**src/rtl/lu_pkg.sv**
```systemverilog
package lu_pkg;
   // Default geometry for a 32-bit, 32-register in-order core
   localparam int unsigned LU_PC_W   = 32;
   localparam int unsigned LU_INSN_W = 32;
   localparam int unsigned LU_IDX_W  = 5;
   localparam int unsigned LU_CTRL_W = 9;

   // Index equality helper shared by the comparators
   function automatic logic idx_eq(input logic [LU_IDX_W-1:0] a,
                                   input logic [LU_IDX_W-1:0] b);
      return (a == b);
   endfunction
endpackage

```
**src/rtl/lu_hazard_cmp.sv**
```systemverilog
module lu_hazard_cmp #(
   parameter int unsigned IDX_W     = 5,
   parameter bit          SKIP_ZERO = 1'b0
) (
   input  logic             is_load,
   input  logic [IDX_W-1:0] dst_idx,
   input  logic [IDX_W-1:0] src_a,
   input  logic [IDX_W-1:0] src_b,
   output logic             hit
);
   logic match_a;
   logic match_b;
   logic dst_ok;

   assign match_a = (dst_idx == src_a);
   assign match_b = (dst_idx == src_b);

   generate
      if (SKIP_ZERO) begin : g_filter_zero
         // Register 0 can never carry a real dependence
         assign dst_ok = |dst_idx;
      end else begin : g_conservative
         assign dst_ok = 1'b1;
      end
   endgenerate

   assign hit = is_load & dst_ok & (match_a | match_b);
endmodule

```
**src/rtl/lu_hold_reg.sv**
```systemverilog
module lu_hold_reg #(
   parameter int unsigned W       = 32,
   parameter logic [W-1:0] RST_VAL = '0
) (
   input  logic         clk,
   input  logic         rst,
   input  logic         freeze,
   input  logic [W-1:0] d,
   output logic [W-1:0] q
);
   always_ff @(posedge clk) begin
      if (rst) begin
         q <= RST_VAL;
      end else if (!freeze) begin
         q <= d;
      end
   end
endmodule

```
**src/rtl/lu_bubble_reg.sv**
```systemverilog
module lu_bubble_reg #(
   parameter int unsigned W = 9
) (
   input  logic         clk,
   input  logic         rst,
   input  logic         squash,
   input  logic [W-1:0] d,
   output logic [W-1:0] q
);
   logic [W-1:0] d_gated;

   // All-zero control word is the no-operation marker downstream
   assign d_gated = squash ? '0 : d;

   always_ff @(posedge clk) begin
      if (rst) begin
         q <= '0;
      end else begin
         q <= d_gated;
      end
   end
endmodule

```
**src/rtl/loaduse_stall_ctrl.sv**
```systemverilog
module loaduse_stall_ctrl
   import lu_pkg::*;
#(
   parameter int unsigned PC_W          = LU_PC_W,
   parameter int unsigned INSN_W        = LU_INSN_W,
   parameter int unsigned IDX_W         = LU_IDX_W,
   parameter int unsigned CTRL_W        = LU_CTRL_W,
   parameter bit          SKIP_ZERO_DST = 1'b0
) (
   input  logic              clk,
   input  logic              rst,
   input  logic              ex_is_load,
   input  logic [IDX_W-1:0]  ex_dst_idx,
   input  logic [IDX_W-1:0]  dec_src_a,
   input  logic [IDX_W-1:0]  dec_src_b,
   input  logic [PC_W-1:0]   pc_next,
   input  logic [INSN_W-1:0] fetch_word,
   input  logic [CTRL_W-1:0] dec_ctrl,
   output logic [PC_W-1:0]   pc_q,
   output logic [INSN_W-1:0] fd_word,
   output logic [CTRL_W-1:0] de_ctrl,
   output logic              hold
);
   localparam logic [PC_W-1:0]   PC_RST   = '0;
   localparam logic [INSN_W-1:0] NOP_WORD = '0;

   // Elaboration-time parameter sanity
   generate
      if (PC_W < 2) begin : g_bad_pc_w
         $error("loaduse_stall_ctrl: PC_W must be at least 2");
      end
      if (IDX_W < 1 || IDX_W > 8) begin : g_bad_idx_w
         $error("loaduse_stall_ctrl: IDX_W out of range 1..8");
      end
      if (CTRL_W < 1) begin : g_bad_ctrl_w
         $error("loaduse_stall_ctrl: CTRL_W must be at least 1");
      end
      if (INSN_W < 3 * IDX_W) begin : g_bad_insn_w
         $error("loaduse_stall_ctrl: INSN_W too narrow for register fields");
      end
   endgenerate

   logic hazard;

   lu_hazard_cmp #(
      .IDX_W     (IDX_W),
      .SKIP_ZERO (SKIP_ZERO_DST)
   ) u_cmp (
      .is_load (ex_is_load),
      .dst_idx (ex_dst_idx),
      .src_a   (dec_src_a),
      .src_b   (dec_src_b),
      .hit     (hazard)
   );

   lu_hold_reg #(
      .W       (PC_W),
      .RST_VAL (PC_RST)
   ) u_pc (
      .clk    (clk),
      .rst    (rst),
      .freeze (hazard),
      .d      (pc_next),
      .q      (pc_q)
   );

   lu_hold_reg #(
      .W       (INSN_W),
      .RST_VAL (NOP_WORD)
   ) u_fd (
      .clk    (clk),
      .rst    (rst),
      .freeze (hazard),
      .d      (fetch_word),
      .q      (fd_word)
   );

   lu_bubble_reg #(
      .W (CTRL_W)
   ) u_de (
      .clk    (clk),
      .rst    (rst),
      .squash (hazard),
      .d      (dec_ctrl),
      .q      (de_ctrl)
   );

   assign hold = hazard;
endmodule

```
**config.mk**
```make
export PLATFORM = sky130hd
export DESIGN_NAME = loaduse_stall_ctrl
export DESIGN_NICKNAME = d
export VERILOG_FILES = /design/src/rtl/lu_pkg.sv /design/src/rtl/lu_hazard_cmp.sv /design/src/rtl/lu_hold_reg.sv /design/src/rtl/lu_bubble_reg.sv /design/src/rtl/loaduse_stall_ctrl.sv
export SDC_FILE = /design/constraint.sdc
export NUM_CORES = 1
export LEC_CHECK = 0
export ABC_CLOCK_PERIOD_IN_PS = 1750
export CORE_UTILIZATION = 35
export CTS_CLUSTER_DIAMETER = 30
export CTS_CLUSTER_SIZE = 30
export DETAILED_ROUTE_END_ITERATION = 7
export GPL_TIMING_DRIVEN = 0
export PLACE_DENSITY = 0.72
export SYNTH_ARGS = -nofsm -noshare
export SYNTH_HDL_FRONTEND = slang
export SYNTH_SLANG_ARGS = --single-unit
```
**constraint.sdc**
```tcl
create_clock -name clk -period 1.75 [get_ports clk]
set_input_delay 0.35 -clock clk [delete_from_list [all_inputs] [get_ports clk]]
set_output_delay 0.35 -clock clk [all_outputs]
set_load 0.02 [all_outputs]
```
==> flow_summary.toml <==
[synthesis]
yosysMostFrequentCell = "nand2b_1"
yosys-top-cells-count = "nand2b_1, dfxtp_1, mux2i_1, clkbuf_1, and3b_1"
synth-compound-area-share_pct = 0.270
synth_seq_cells = 73
yosysSeqAreaShare_pct = 45.1
synth_fp_nets = 403
synth_warnings = 0
synth_xor_area_share_pct = 2.70
synthAdderAreaFrac_pct = 0
yosys.area_share.simple_pct = 27.7
async_reset_ff_share_pct = 0
synth_top_family_by_area = "simple AND/OR/NAND/NOR gates"
ys.flop_type = "dfxtp_1"
post-synth-top-area-cell = "dfxtp_1"
syn_avg_cell_area_um2 = 10.4
synth_top_area_share_pct = 45.1
synth.area.mux_share_pct = 19.8
synth_edf_count = 0
synth.area.top_cells = "dfxtp_1, nand2b_1, mux2i_1"
syn-instance-count = 312
synth_area_mm2 = 0.00324
synth.distinct_cells = 13

[critical_path]
critPathKind = "input pin to output port"
worst_ep_required_time_ns = 1.40
endpoint_kind = "output port"
start_kind = "input pin"
cp.arrival_ns = 1.33
cp_max_fo = 4

[drt]
wl_mm = 8.34
vias = 2656
wire_per_inst_um = 13.9
routed_via_density = 4.43
ant_nets = 0
drcViolationCount = 11
drt_iter0_markers = 46
drt_first_pass_iters = 6

[global_route]
grt_pass1_wl_mm = 13.2
grt_usage_pct = 17.3
overflow = 0
grt_start_max_net_pins = 13
antenna_found_initial = 0
grt_pass1_vias = 2684

[finish]
syn_to_final_growth_pct = 60.7
final_util_pct = 58.8
seq_area_mm2 = 0.00146
final_nets = 577
drive_above_1_share_pct = 8.96
multiInputGateArea_mm2 = 0.00171
antenna_cells = 0
nFillCells = 783

[worst_hold_path]
hp-class = "flop to flop"

[clocking]
insertion_delay_ns = 0.34
cts_root_buffer = "clkbuf_8"
h-tree-depth = 3
numCtsBuffers = 9
clk_pin_slew_ns = 0.08
cts_tree = "built"
cts.sinks = 73
cts.path.max_buffers = 2
cts_hold_repair.buffers = 0

[timing]
slew_viol_final = 0
setup_viol = 0
skew_ns = 0
fin_crit_sh_pct = 96.2
setup_ws_ns = 0.0656
hold_viol = 0
whs_ns = 0.474
tightest_slew_ns = 0.546
max_freq_ghz = 0.594
relSlewSlack_pct = 63.6
fin_crit_ns = 1.68

[run]
maxCapViolCount = 0

[die]
core_mm2 = 0.00885
die-area_mm2 = 0.00965
io_pins = 165
rows = 34
die_h_um = 98.2
initial_core_util_pct = 36.6
die_w_um = 98.2

[pwr]
p_per_area_mw_per_mm2 = 742
leakage_nw = 2.39
peakVddDrop_mv = 0.351

[run_status]
failed_checks = "DRC"
outcome = "finished, violations left"

[placed_design]
post-place-ws_ns = -1.08
io_buffers = 163
gp_congestion = 0.763
post-dp-hpwl_mm = 6.15
-- worst max-delay path: stages --
cell and delay (ns):
buf_6 0.10, xor2_4 0.18, nor4_4 0.31, a32oi_4 0.20
inv_4 0.08, buf_6 0.11
-- repair_timing --
action | CTS | global route
pin swaps | 10 | 6
endpoints found under the setup margin | 1 | 1
gates resized for setup | 63 | 13
cloned | 0 | 0
buffers inserted | 2 | 0
-- cell families (layout without fill, tap and decap cells) --
| kind of cell | count (synthesis) | after routing |
|---|---|---|
| simple gates | 140 | 140 |
| flops | 73 | 73 |
| mux | 64 | 64 |
| xor+xnor | 10 | 10 |
| compound gates | 1 | 1 |
| buf+inv | 24 | 203 |
-- flip-flops by register name (all words and copies together) (netlist names) --
name    cells
u_pc.q     32
u_fd.q     32
u_de.q      9
-- cell type report --
| type | count | share of cell area [%] |
|---|---|---|
| sequential | 73 | 28.1 |
| inverter | 1 | 0.120 |
| clock inverter | 5 | 0.601 |
| multi-input combinational | 215 | 32.8 |
| buffer | 21 | 2.26 |
| clock buffer | 11 | 2.72 |
| tap | 108 | 2.60 |
| timing repair buffer | 165 | 30.8 |
-- power breakdown --
group          switching (mW)  total [mW]  leakage, nW  internal (mW)
combinational           0.367       0.867         1.69          0.500
sequential             0.0513        1.82        0.608           1.77
clock                   0.625        1.17       0.0891          0.549
total                    1.04        3.86         2.39           2.82
-- metal layers --
layer  global-route usage [%]  routed length (um)
met1                     21.1                3570
met2                     29.4                4050
met3                     5.15                 630
met4                     5.51                  93
met5                        0                   0
-- final timing paths --
| path | start | slack (ns) | cells after the start | end |
|---|---|---|---|---|
| hold reg to reg | u_fd.q[5] | 0.47 | 2 | u_fd.q[5] |
| setup reg to reg | u_pc.q[7] | 1.14 | 2 | u_pc.q[7] |
| setup / recovery | dec_src_b[4] | 0.07 | 6 | hold |
| hold / removal | u_fd.q[5] | 0.47 | 2 | u_fd.q[5] |
-- layout by cell type, fill, tap and decap left out --
cell type / synthesis / final
mux2i_1: 64 / 64
xor2_2: 0 / 1
dfxtp_1: 73 / 73
xnor2_2: 0 / 1
xnor2_1: 2 / 1
nor4_2: 0 / 1
a32oi_4: 0 / 1
nor4_4: 0 / 1
clkinv_4: 0 / 1
clkdlybuf4s50_1: 0 / 146
and3b_1: 9 / 9
buf_2: 1 / 7
xor2_1: 8 / 6
clkinvlp_4: 0 / 1
and2_1: 0 / 1
xor2_4: 0 / 1
buf_6: 7 / 10
inv_4: 0 / 1
clkbuf_8: 0 / 10
dlygate4sd2_1: 0 / 3
nand2b_1: 128 / 128
buf_4: 0 / 2
clkbuf_2: 0 / 3
clkbuf_1: 15 / 16
clkinv_2: 0 / 3
-- stage by stage --
| step | instances | area, um^2 | TNS [ns] | power, mW |
|---|---|---|---|---|
| finish | 599 | 5210 | 0 | 3.86 |
| global route | 599 | 5210 | -0.00638 | 4.07 |
| CTS | 601 | 5200 | -0.0807 | 3.92 |
| detailed placement | 583 | 5010 | -24.04 | 2.72 |
| global placement | 583 | 5010 | -20.80 | 2.71 |
| floorplan | 312 | 3240 | 0 | 2.24 |
No activity file was read; power rests on OpenSTA's default activity.
